### src/rtl/adc_ser_pkg.sv
package adc_ser_pkg;
  typedef enum logic [1:0] {
    PWR_ACTIVE = 2'd0,
    PWR_NAP    = 2'd1,
    PWR_SLEEP  = 2'd2
  } pwr_mode_e;
endpackage

### src/rtl/adc_edge_sync.sv
module adc_edge_sync #(
  parameter int STAGES = 2
) (
  input  logic clk_i,
  input  logic rst_ni,
  input  logic d_i,
  output logic lvl_o,
  output logic prv_o
);
  logic [STAGES:0] chain_q;

  always_ff @(posedge clk_i or negedge rst_ni) begin
    if (!rst_ni) chain_q <= '0;
    else         chain_q <= {chain_q[STAGES-1:0], d_i};
  end

  assign lvl_o = chain_q[STAGES-1];
  assign prv_o = chain_q[STAGES];
endmodule

### src/rtl/adc_pwr_cmd.sv
module adc_pwr_cmd
  import adc_ser_pkg::*;
#(
  parameter int NAP_PULSES   = 2,
  parameter int SLEEP_PULSES = 4
) (
  input  logic      clk_i,
  input  logic      rst_ni,
  input  logic      conv_rise_i,
  input  logic      sck_act_i,
  output pwr_mode_e mode_o,
  output logic      capture_o,
  output logic      pdn_o
);
  localparam int CNT_W = $clog2(SLEEP_PULSES + 1);

  pwr_mode_e        mode_q, mode_d;
  logic [CNT_W-1:0] cnt_q, cnt_d, cnt_inc;

  assign cnt_inc = (cnt_q == CNT_W'(SLEEP_PULSES)) ? cnt_q : cnt_q + 1'b1;

  always_comb begin
    cnt_d  = cnt_q;
    mode_d = mode_q;
    if (sck_act_i) begin
      // clock activity wakes; a coincident convert is the first of a new run
      cnt_d  = conv_rise_i ? CNT_W'(1) : '0;
      mode_d = PWR_ACTIVE;
    end else if (conv_rise_i) begin
      cnt_d = cnt_inc;
      if (int'(cnt_inc) >= SLEEP_PULSES)
        mode_d = PWR_SLEEP;
      else if (int'(cnt_inc) >= NAP_PULSES && mode_q == PWR_ACTIVE)
        mode_d = PWR_NAP;
    end
  end

  always_ff @(posedge clk_i or negedge rst_ni) begin
    if (!rst_ni) begin
      cnt_q  <= '0;
      mode_q <= PWR_ACTIVE;
    end else begin
      cnt_q  <= cnt_d;
      mode_q <= mode_d;
    end
  end

  assign capture_o = conv_rise_i & (sck_act_i | (mode_q == PWR_ACTIVE && cnt_q == '0));
  assign pdn_o     = conv_rise_i & ~sck_act_i & (mode_d != PWR_ACTIVE);
  assign mode_o    = mode_q;
endmodule

### src/rtl/adc_frame_shift.sv
module adc_frame_shift #(
  parameter int DATA_W = 14,
  parameter int LEAD_W = 2
) (
  input  logic              clk_i,
  input  logic              rst_ni,
  input  logic              load_i,
  input  logic              adv_i,
  input  logic              abort_i,
  input  logic [DATA_W-1:0] data_i,
  output logic              sdo_o,
  output logic              oe_o
);
  localparam int FRAME_W = LEAD_W + DATA_W;
  localparam int LEFT_W  = $clog2(FRAME_W + 1);

  logic [FRAME_W-1:0] sreg_q;
  logic [LEFT_W-1:0]  left_q;

  always_ff @(posedge clk_i or negedge rst_ni) begin
    if (!rst_ni) begin
      sreg_q <= '0;
      left_q <= '0;
    end else if (abort_i) begin
      left_q <= '0;
    end else if (load_i) begin
      sreg_q <= {{LEAD_W{1'b0}}, data_i};
      left_q <= LEFT_W'(FRAME_W);
    end else if (adv_i && left_q != '0) begin
      sreg_q <= {sreg_q[FRAME_W-2:0], 1'b0};
      left_q <= left_q - 1'b1;
    end
  end

  assign oe_o  = (left_q != '0);
  assign sdo_o = oe_o & sreg_q[FRAME_W-1];
endmodule

### src/rtl/adc_serial_ctrl.sv
module adc_serial_ctrl
  import adc_ser_pkg::*;
#(
  parameter int DATA_W       = 14,
  parameter int LEAD_W       = 2,
  parameter int SYNC_STAGES  = 2,
  parameter int NAP_PULSES   = 2,
  parameter int SLEEP_PULSES = 4
) (
  input  logic              clk_i,
  input  logic              rst_ni,
  input  logic              conv_i,
  input  logic              sck_i,
  input  logic [DATA_W-1:0] sample_i,
  output logic              sdo_o,
  output logic              sdo_oe_o,
  output logic [1:0]        pwr_mode_o
);
  logic conv_lvl, conv_prv, sck_lvl, sck_prv;
  logic conv_rise, sck_rise, sck_act;
  logic capture, pdn;
  pwr_mode_e mode;
  logic [DATA_W-1:0] held_q;

  adc_edge_sync #(.STAGES(SYNC_STAGES)) u_conv_sync (
    .clk_i(clk_i), .rst_ni(rst_ni), .d_i(conv_i), .lvl_o(conv_lvl), .prv_o(conv_prv)
  );
  adc_edge_sync #(.STAGES(SYNC_STAGES)) u_sck_sync (
    .clk_i(clk_i), .rst_ni(rst_ni), .d_i(sck_i), .lvl_o(sck_lvl), .prv_o(sck_prv)
  );

  assign conv_rise = conv_lvl & ~conv_prv;
  assign sck_rise  = sck_lvl & ~sck_prv;
  assign sck_act   = sck_lvl ^ sck_prv;

  adc_pwr_cmd #(.NAP_PULSES(NAP_PULSES), .SLEEP_PULSES(SLEEP_PULSES)) u_pwr (
    .clk_i(clk_i), .rst_ni(rst_ni), .conv_rise_i(conv_rise), .sck_act_i(sck_act),
    .mode_o(mode), .capture_o(capture), .pdn_o(pdn)
  );

  // result of the current conversion, sent with the next one
  always_ff @(posedge clk_i or negedge rst_ni) begin
    if (!rst_ni)      held_q <= '0;
    else if (capture) held_q <= sample_i;
  end

  adc_frame_shift #(.DATA_W(DATA_W), .LEAD_W(LEAD_W)) u_shift (
    .clk_i(clk_i), .rst_ni(rst_ni), .load_i(capture), .adv_i(sck_rise),
    .abort_i(pdn), .data_i(held_q), .sdo_o(sdo_o), .oe_o(sdo_oe_o)
  );

  assign pwr_mode_o = mode;
endmodule

### config.mk
export PLATFORM = sky130hd
export DESIGN_NAME = adc_serial_ctrl
export DESIGN_NICKNAME = d
export VERILOG_FILES = /design/src/rtl/adc_ser_pkg.sv /design/src/rtl/adc_edge_sync.sv /design/src/rtl/adc_pwr_cmd.sv /design/src/rtl/adc_frame_shift.sv /design/src/rtl/adc_serial_ctrl.sv
export SDC_FILE = /design/constraint.sdc
export NUM_CORES = 1
export LEC_CHECK = 0
export ABC_CLOCK_PERIOD_IN_PS = 3000
export BUFFER_PORTS_ARGS = -buffer_cell sky130_fd_sc_hd__buf_2
export CAP_MARGIN = 20
export CORE_MARGIN = 2
export CORE_UTILIZATION = 58
export DETAILED_ROUTE_END_ITERATION = 16
export HOLD_SLACK_MARGIN = 0.12
export PLACE_DENSITY_LB_ADDON = 0.1
export SETUP_SLACK_MARGIN = 0.2
export SYNTH_ARGS = -nofsm -noshare
export SYNTH_HDL_FRONTEND = slang
export SYNTH_HIERARCHICAL = 1
export SYNTH_SLANG_ARGS = --single-unit
### constraint.sdc
create_clock -name clk_i -period 3 [get_ports clk_i]
set_input_delay 0.15 -clock clk_i [delete_from_list [all_inputs] [get_ports clk_i]]
set_output_delay 0.15 -clock clk_i [all_outputs]
set_load 0.1 [all_outputs]
==> impl_metrics.json, run 1 <==
{
  "grt_pass1_wl_um": 8000,
  "synth-edff-count": 0,
  "ys_ff_latch": 46,
  "grtUsageTotal_pct": 24.4,
  "crit_family": "compound AO/OA/AOI/OAI gates",
  "critPathBufInv": 2,
  "powerDensity_nw_per_um2": 746,
  "fin_crit_sh_pct": 83.7,
  "drc": 0,
  "crit_slowest_cell": "o41a_1",
  "yosysTopAreaCellShare_pct": 52.1,
  "crit_path_frequent_cell": "inv_1",
  "worstSetupStartpointType": "flip-flop",
  "post-cts-setup-buffers": 0,
  "overflow": 0,
  "insertion_delay_ns": 0.30,
  "synth.distinct_cells": 47,
  "postSynthCellCount": 198,
  "ant_nets": 0,
  "maxSlewHeadroom_pct": 65.5,
  "wire_per_inst_um": 15.8,
  "grt_pass1_vias": 1791,
  "ys_seq_area_share_pct": 52.1,
  "synth_fp_nets": 220,
  "crit_type": "flip-flop to flip-flop",
  "clock.fmax_mhz": 398,
  "ctsLongestPathBuffers": 2,
  "cts_tree": "done",
  "num_rows": 22,
  "grt_setup_unrepaired": "no",
  "num_vias": 1674,
  "ff_latch_area_sq_um": 1150,
  "yosysMostFrequentCell": "dfrtp_1",
  "synth_common_cells": "dfrtp_1, mux2_2, a211oi_1, nor2_1",
  "htreeDepth": 2,
  "leakage_nw": 1.15,
  "die_w_um": 65.7,
  "drtPass1Iterations": 5,
  "clock_skew_ns": 0.00821,
  "syn_avg_cell_area_sq_um": 11.2,
  "required_ns": 3.21,
  "cp_slowest_stage_delay_ns": 0.53,
  "antenna_cells": 0,
  "area_delta_synth_final_pct": 18.4,
  "outcome": "finished clean",
  "portBuffers": 21,
  "synth_ff_type": "dfrtp_1",
  "tightest_slew_ns": 0.517,
  "synthTopCellsByArea": "dfrtp_1, mux2_2, a211oi_1",
  "worstPathArrival_ns": 2.72,
  "syn_area_sq_um": 2210,
  "drive_gt1_share_pct": 23.2,
  "synth-compound-area-share_pct": 19.5,
  "yosys.area_share.simple_pct": 13.2,
  "cts_made_buffers": 5,
  "numClockSinks": 46,
  "die_area_sq_um": 4320,
  "crit_chain": "inv_1 -> ha_1 -> nand3b_4 -> o21a_2 -> o41a_1 -> inv_1 -> nand2_1 -> a211oi_1",
  "slew_violations": 0,
  "die-height_um": 65.7,
  "hp-class": "primary input to asynchronous set/reset pin",
  "holdWs_ns": 0.280,
  "final_nets": 258,
  "clk_pin_slew_ns": 0.08,
  "ys_warn_count": 6,
  "synthXorXnorAreaFrac_pct": 0,
  "cp_max_fo": 13,
  "setup_violations": 0,
  "num_io_pins": 22,
  "multi_input_area_sq_um": 943,
  "cts_root_buffer": "clkbuf_8",
  "gp_congestion": 0.749,
  "synthArstFlopShare_pct": 100,
  "hold_viol_final": 0,
  "yosys.area.top_type": "dfrtp_1",
  "end_kind": "flip-flop",
  "min_period_ns": 2.51,
  "timing.max_cap.violations": 0,
  "vias_per_cell": 5.87,
  "dp_hpwl_um": 3050,
  "ir_drop_mv": 0.382,
  "synth_fa_ha_area_share_pct": 2.27,
  "drt_iter0_markers": 176,
  "synth_top_family_by_area": "compound AO/OA/AOI/OAI gates",
  "nFillCells": 260,
  "antenna_found_initial": 0,
  "wl_um": 4500,
  "coreArea_sq_um": 3660,
  "grt_max_degree": 47,
  "start_util_pct": 60.4,
  "tns_ns": 0,
  "synth.area.mux_share_pct": 7.59
}
## state kept, by name, indices dropped and copies added (netlist names)
register	count
held_q	14
u_conv_sync/chain_q	3
u_pwr/cnt_q	3
u_pwr/mode_o	2
u_sck_sync/chain_q	3
u_shift/left_q	5
u_shift/sreg_q	16
## layout by cell type, fill, tap and decap left out, drive strengths merged, types with 3 or more instances in the layout
master,count
nor3,3
a21boi,11
a211oi,12
nand2,9
dlygate4sd3,17
nor2b,3
o22ai,11
a21oi,8
nand2b,3
nand3,3
buf,26
nor2,12
ha,4
a22oi,3
dfrtp,46
clkbuf,7
mux2,14
inv,12
## layer usage
metal / routed length (um) / track usage (%) / part of all wire [%]
met5: 0 / 0 / 0
met4: 79 / 10.4 / 1.8
met3: 131 / 5.14 / 2.9
met2: 2330 / 41.7 / 52
met1: 1960 / 29.7 / 43
## power by group
group,internal (W),switching (W)
Combinational,0.000256,0.000371
Clock,0.000186,0.000196
Sequential,0.000807,0.000135
## path summary, 6_finish.rpt
path | from | end | slack [ns] | cells past startpoint
setup / recovery | u_pwr/cnt_q[0] | u_shift/left_q[1] | 0.49 | 8
max in group asynchronous | rst_ni | u_shift/sreg_q[9] | 2.23 | 3
min in group clk_i | u_sck_sync/chain_q[0] | u_sck_sync/chain_q[1] | 0.36 | 0
hold reg to reg | u_sck_sync/chain_q[0] | u_sck_sync/chain_q[1] | 0.36 | 0
hold / removal | rst_ni | u_pwr/cnt_q[2] | 0.28 | 2
setup reg to reg | u_pwr/cnt_q[0] | u_shift/left_q[1] | 0.49 | 8
## cells by family (layout without fill, tap and decap cells)
family / count (synthesis) / count (layout)
AOI/OAI and AO/OA: 60 / 60
adders and majority gates: 4 / 4
buffers and inverters: 24 / 63
DFF: 46 / 46
muxes: 15 / 15
and+or+nand+nor: 49 / 49
## per-stage QoR
| stage | cell area (sq um) | instances | utilization [%] | worst slack (ns) | total power, W |
|---|---|---|---|---|---|
| after global placement | 2330 | 259 | 63.7 | 0.533 | 0.00151 |
| after detailed placement | 2330 | 259 | 63.7 | 0.386 | 0.00156 |
| after floorplan | 2210 | 198 | - | 0.614 | 0.00141 |
| final | 2620 | 285 | 71.5 | 0.490 | 0.00195 |
| after global routing | 2620 | 285 | 71.5 | 0.274 | 0.00207 |
| after CTS | 2590 | 284 | 70.8 | 0.376 | 0.00196 |
## cell type report
cell class,instances,share of cell area (%)
Clock buffer,7,3.30
Clock inverter,1,0.191
Inverter,12,1.72
Multi-Input combinational cell,128,36.1
Sequential cell,46,44.0
Tap cell,48,2.30
Timing Repair Buffer,43,12.4
## repair_timing
action,4_1_cts,5_1_grt
hold buffers,17,0
endpoints found under the setup margin,0,2
gates resized for setup,0,1
endpoints found under the hold margin,62,0
(Power assumes the default switching activity.)
==> run 2: changes to the inputs <==
- ABC_AREA: not set -> 1
- ABC_CLOCK_PERIOD_IN_PS: 3000 -> 2100
- CORE_UTILIZATION: 58 -> 52
- clock period: 3 -> 2.1 ns (I/O delays scaled with it)
==> run 2 against run 1 <==
  * Die area rose by 10%
  * Synthesized cell count is 41% higher
  * Combinational power increased by 53%
  * Largest cell class unchanged
==> impl_metrics.json, run 2 <==
{
  "synth_fp_nets": 301,
  "start_util_pct": 54.6,
  "timing.max_cap.violations": 0,
  "num_io_pins": 22,
  "powerDensity_nw_per_um2": 989,
  "ir_drop_mv": 0.701,
  "synth_ff_type": "dfrtp_1",
  "tns_ns": 0,
  "tightest_slew_ns": 0.485,
  "die_area_sq_um": 4760,
  "clock_skew_ns": 0.00792,
  "grt_setup_unrepaired": "yes",
  "leakage_nw": 1.57,
  "wire_per_inst_um": 12.4,
  "synth-edff-count": 0,
  "synth.distinct_cells": 24,
  "insertion_delay_ns": 0.30,
  "ant_nets": 0,
  "outcome": "finished clean",
  "hold_viol_final": 0,
  "crit_type": "flip-flop to flip-flop",
  "synthTopCellsByArea": "dfrtp_1, nand2_1, nand3_1",
  "wl_um": 4750,
  "num_vias": 1926,
  "setup_violations": 0,
  "overflow": 0,
  "grt_max_degree": 30,
  "num_rows": 23,
  "placedCellCount": 347,
  "vias_per_cell": 5.02,
  "area_delta_synth_final_pct": 33.0,
  "largest_reg_flops": 16,
  "most-common-layout-cells": "nand2_1, dfrtp_1, inv_1, buf_2, dlygate4sd3_1",
  "final_nets": 355,
  "required_ns": 2.29,
  "clk_pin_slew_ns": 0.08,
  "nFillCells": 288,
  "ys_warn_count": 6,
  "antenna_cells": 0,
  "worstSetupStartpointType": "flip-flop",
  "finalInstanceArea_sq_um": 2920,
  "die-height_um": 69.0,
  "reg_top3": "u_shift/sreg_q: 16 flops, held_q: 14 flops, u_shift/left_q: 5 flops",
  "grt_pass1_vias": 1741,
  "slew_violations": 0,
  "ctsLongestPathBuffers": 2,
  "drt_iter0_markers": 115,
  "drive_gt1_share_pct": 25.4,
  "grt_pass1_wl_um": 7910,
  "holdWs_ns": 0.250,
  "syn_area_sq_um": 2200,
  "cp_max_fo": 7,
  "drtPass1Iterations": 4,
  "cts_root_buffer": "clkbuf_8",
  "fin_cells": 384,
  "synthArstFlopShare_pct": 100,
  "placed_area_sq_um": 2370,
  "worstPathArrival_ns": 2.15,
  "end_kind": "flip-flop",
  "portBuffers": 21,
  "layout_commonest_cell": "nand2_1",
  "yosysTopAreaCellShare_pct": 52.4,
  "syn_avg_cell_area_sq_um": 7.88,
  "gp_congestion": 0.877,
  "die_w_um": 69.0,
  "fin_crit_sh_pct": 93.4,
  "ys_ff_latch": 46,
  "yosys.area.top_type": "dfrtp_1",
  "synth_common_cells": "nand2_1, dfrtp_1, nand3_1",
  "drc": 0,
  "min_period_ns": 1.96,
  "numClockSinks": 46,
  "finalPower_w": 0.00289,
  "grtUsageTotal_pct": 20.6,
  "top_register": "u_shift/sreg_q",
  "hp-class": "primary input to asynchronous set/reset pin",
  "antenna_found_initial": 0,
  "clock.fmax_mhz": 510,
  "cts_made_buffers": 5,
  "ys_seq_area_share_pct": 52.4,
  "postSynthCellCount": 279,
  "yosysMostFrequentCell": "nand2_1",
  "dp_hpwl_um": 2890,
  "maxSlewHeadroom_pct": 67.9,
  "cts_tree": "done",
  "htreeDepth": 2,
  "coreArea_sq_um": 4030
}
-- run 2: cell count changes after synthesis, moves of 4 or more --
cell / previous run / this run
mux2_2: 14 / 0
o22ai_1: 11 / 0
a21boi_0: 9 / 0
clkbuf_1: 4 / 0
a21oi_1: 7 / 1
a211oi_1: 12 / 0
nand2_1: 9 / 136
nand3_1: 3 / 27
inv_1: 11 / 23
-- run 2: report_power, final --
part | switching (W) | internal (W)
clock network | 0.000281 | 0.000356
registers | 0.000154 | 0.00114
logic | 0.000614 | 0.000348
-- run 2: what timing repair did --
item / in CTS / in global routing
cloned: 1 / 0
setup endpoints to repair: 34 / 35
buffers inserted: 9 / 2
hold buffers: 17 / 0
resized for setup: 19 / 20
pin swaps: 7 / 17
hold endpoints to repair: 62 / 0
-- run 2: area by class of cell --
| type | instances | area, sq um | share of cell area (%) |
|---|---|---|---|
| inverter | 26 | 104 | 3.55 |
| sequential | 46 | 1150 | 39.5 |
| clock buffer | 7 | 76.3 | 2.61 |
| clock inverter | 1 | 30.0 | 1.03 |
| tap | 50 | 62.6 | 2.14 |
| timing repair buffer | 56 | 457 | 15.6 |
| multi-input combinational | 198 | 1040 | 35.6 |
-- run 2: worst paths after layout --
| check | start | to | slack [ns] | cells past startpoint |
|---|---|---|---|---|
| worst max-delay path | u_sck_sync/chain_q[1] | u_shift/sreg_q[7] | 0.14 | 12 |
| worst min-delay path | rst_ni | u_shift/left_q[4] | 0.25 | 2 |
| worst max register to register | u_sck_sync/chain_q[1] | u_shift/sreg_q[7] | 0.14 | 12 |
| worst min register to register | u_conv_sync/chain_q[0] | u_conv_sync/chain_q[1] | 0.36 | 0 |
| max in group asynchronous | rst_ni | u_pwr/mode_o[1] | 1.29 | 3 |
| min in group clk_i | u_conv_sync/chain_q[0] | u_conv_sync/chain_q[1] | 0.36 | 0 |
-- run 2: logic make-up (layout without fill, tap and decap cells) --
kind of cell               count (synthesis)  count (layout)  share of synthesized area, %
DFF                                       46              46                          52.4
AOI/OAI and AO/OA                          7               7                          1.93
xor gates and xnor gates                   1               1                         0.398
adders and majority gates                  4               4                          2.28
buffers and inverters                     35              90                          7.06
and+or+nand+nor                          186             186                          36.0
-- run 2: layer usage --
metal  share of wire [%]  global-route usage (%)  vias up
li1                    -                       -      965
met1                  47                    29.8      910
met2                  48                    30.3       49
met3                 4.1                    3.80        2
met4                0.55                    8.93        0
met5                   0                       0        -
-- run 2: metrics by stage --
step,setup slack [ns],utilization (%)
floorplan,0.202,-
global placement,0.113,58.9
detailed placement,0.0299,58.9
CTS,0.162,69.5
global route,0.0418,72.5
finish,0.139,72.5
-- run 2: worst max-delay path, cell delays in order, from the launching register on --
cell and delay (ns):
dfrtp_1 0.41, ha_4 0.28, inv_4 0.05, nor2_4 0.15
nand3_2 0.10, nand2_2 0.09, nand2_4 0.06, a21oi_4 0.16
clkinvlp_4 0.13, buf_12 0.16, buf_8 0.13, nand3_1 0.08
nand2_1 0.06
==> run 3: changes to the inputs <==
--- a/config.mk
+++ b/config.mk
@@ -14,2 +14,3 @@
 export DETAILED_ROUTE_END_ITERATION = 16
+export GPL_TIMING_DRIVEN = 0
 export HOLD_SLACK_MARGIN = 0.12
==> constraint.sdc (replaced) <==
create_clock -name clk_i -period 2.1 [get_ports clk_i]
set_input_delay 0.21 -clock clk_i [delete_from_list [all_inputs] [get_ports clk_i]]
set_output_delay 0.21 -clock clk_i [all_outputs]
set_load 0.1 [all_outputs]
==> run 3 against run 2 <==
  * Clock-buffer cell count decreased by 1
  * Cell count decreased by 0.26%
  * Sequential share of layout area increased by 0.99 points
  * Sequential power about the same
  * Largest power group unchanged
  * Highest routed layer unchanged
==> impl_metrics.json, run 3 (synthesis results as in run 2) <==
{
  "outcome": "finished clean",
  "layout_commonest_cell": "nand2_1",
  "grt_pass1_wl_um": 8110,
  "die_area_sq_um": 4760,
  "r2r_end": "u_shift/sreg_q[12]",
  "worstHoldEndpoint": "held_q[1]",
  "cts_tree": "done",
  "p_clk_share_pct": 22.6,
  "portBuffers": 21,
  "area_delta_synth_final_pct": 29.7,
  "antenna_cells": 0,
  "required_ns": 2.34,
  "end_kind": "flip-flop",
  "drt_iter0_markers": 164,
  "timing.max_cap.violations": 0,
  "start_util_pct": 54.6,
  "path_depth": 12,
  "wire_per_inst_um": 12.4,
  "leakage_nw": 1.55,
  "num_rows": 23,
  "overflow": 0,
  "clock.fmax_mhz": 544,
  "htreeDepth": 2,
  "switching_share_pct": 34.9,
  "min_period_ns": 1.84,
  "tightest_slew_ns": 0.483,
  "cp_slowest_stage_delay_ns": 0.41,
  "p_int_w": 0.00191,
  "num_io_pins": 22,
  "worstSetupStartpointType": "flip-flop",
  "insertion_delay_ns": 0.30,
  "die_w_um": 69.0,
  "largest_reg_flops": 16,
  "crit_chain": "ha_4 -> inv_4 -> nor2_4 -> nand3_2 -> nand2_2 -> nand2_2 -> a21oi_4 -> inv_2 -> nand2_4 -> buf_6 -> nand2_1 -> nand2_1",
  "finalInstanceArea_sq_um": 2850,
  "pwr-share-seq_pct": 44.0,
  "cp_max_fo": 8,
  "wl_um": 4750,
  "num_vias": 1925,
  "placed_area_sq_um": 2390,
  "multi_input_area_sq_um": 981,
  "grt_setup_unrepaired": "yes",
  "gp_congestion": 0.792,
  "ir_drop_mv": 0.554,
  "hold_viol_final": 0,
  "drc": 0,
  "maxSlewHeadroom_pct": 68.0,
  "switchingPower_w": 0.00102,
  "hp-class": "primary input to flip-flop",
  "crit_type": "flip-flop to flip-flop",
  "r2r_start": "u_sck_sync/chain_q[1]",
  "pwr-share-comb_pct": 33.4,
  "grtUsageTotal_pct": 21.3,
  "fin_crit_sh_pct": 87.5,
  "crit_family": "simple AND/OR/NAND/NOR gates",
  "setup_violations": 0,
  "grt_pass1_vias": 1839,
  "nFillCells": 339,
  "grt_max_degree": 47,
  "cts_root_buffer": "clkbuf_8",
  "final_nets": 355,
  "reg_top3": "u_shift/sreg_q: 16 flops, held_q: 14 flops, u_shift/left_q: 5 flops",
  "top_register": "u_shift/sreg_q",
  "dp_hpwl_um": 3000,
  "ctsLongestPathBuffers": 2,
  "clk_pin_slew_ns": 0.08,
  "antenna_found_initial": 0,
  "worstHoldPathCells": 3,
  "worst-r2r-cell-count": 12,
  "most-common-layout-cells": "nand2_1, dfrtp_1, nand3_1",
  "cts_made_buffers": 5,
  "numClockSinks": 46,
  "drive_gt1_share_pct": 23.4,
  "slew_violations": 0,
  "min_from": "sample_i[1]",
  "worstPathArrival_ns": 2.08,
  "coreArea_sq_um": 4030,
  "ant_nets": 0,
  "die-height_um": 69.0,
  "ff_latch_area_sq_um": 1150,
  "critPathBufInv": 3,
  "clock_skew_ns": 0.0104,
  "vias_per_cell": 5.03,
  "drtPass1Iterations": 5,
  "crit_slowest_cell": "dfrtp_1",
  "holdWs_ns": 0.126,
  "reg2reg_slack_ns": 0.26,
  "powerDensity_nw_per_um2": 1030
}
-- run 3: cell types whose count changed in the layout (fill, tap and decap cells not counted), moves of 2 or more --
cell,before,now
nand3_1,13,26
dlygate4sd3_1,17,14
clkbuf_1,2,0
ha_4,1,3
buf_8,3,0
buf_6,3,6
buf_4,11,13
nand3_2,14,1
-- run 3: area by class of cell --
| cell class | instances | share of cell area [%] |
|---|---|---|
| Multi-Input combinational cell | 198 | 34.4 |
| Timing Repair Buffer | 47 | 12.4 |
| Buffer | 9 | 2.94 |
| Sequential cell | 46 | 40.5 |
| Clock buffer | 6 | 2.90 |
| Clock inverter | 1 | 1.05 |
| Tap cell | 50 | 2.19 |
| Inverter | 26 | 3.64 |
-- run 3: worst max-delay path by stage --
stage                                     to                   from
final                     u_shift/sreg_q[12]  u_sck_sync/chain_q[1]
after global routing      u_shift/sreg_q[13]  u_sck_sync/chain_q[1]
after CTS                 u_shift/sreg_q[11]  u_sck_sync/chain_q[1]
after detailed placement  u_shift/sreg_q[11]  u_sck_sync/chain_q[1]
after global placement    u_shift/sreg_q[13]  u_sck_sync/chain_q[1]
after floorplan           u_shift/sreg_q[10]  u_sck_sync/chain_q[1]
-- run 3: power groups by stage --
stage	Sequential, W	Clock (W)	Combinational (W)
after global placement	0.00130	0	0.000822
after floorplan	0.00128	0	0.000685
after global routing	0.00132	0.000718	0.00111
after detailed placement	0.00130	0	0.000858
final	0.00129	0.000660	0.000978
after CTS	0.00128	0.000681	0.000890
-- run 3: layer usage --
layer  vias to the layer above  routed length [um]  global-route usage [%]
met5                         -                   0                       0
met4                         0                 151                    10.2
met3                        13                 214                    5.41
met2                        55                2210                    31.8
met1                       890                2170                    29.0
li1                        967                   -                       -
-- run 3: what timing repair did --
| item | in CTS | in global routing |
|---|---|---|
| endpoints found under the hold margin | 37 | 0 |
| pin swaps | 3 | 10 |
| resized for setup | 10 | 21 |
| hold buffers | 14 | 0 |
| gates cloned | 0 | 1 |
| setup buffers | 2 | 8 |
| endpoints found under the setup margin | 22 | 22 |
-- run 3: through the flow --
step | cells | total power (W) | utilization [%] | worst slack, ns | TNS (ns)
finish | 383 | 0.00293 | 70.8 | 0.263 | 0
global route | 383 | 0.00315 | 70.8 | 0.143 | 0
CTS | 373 | 0.00286 | 66.5 | 0.191 | 0
detailed placement | 350 | 0.00216 | 59.3 | -0.105 | -1.04
global placement | 350 | 0.00212 | 59.3 | -0.114 | -1.26
floorplan | 279 | 0.00196 | - | 0.202 | 0
-- run 3: worst min-delay path, stage by stage --
cell and delay (ns):
buf_2 0.07, nand2_1 0.04, nand2_1 0.06
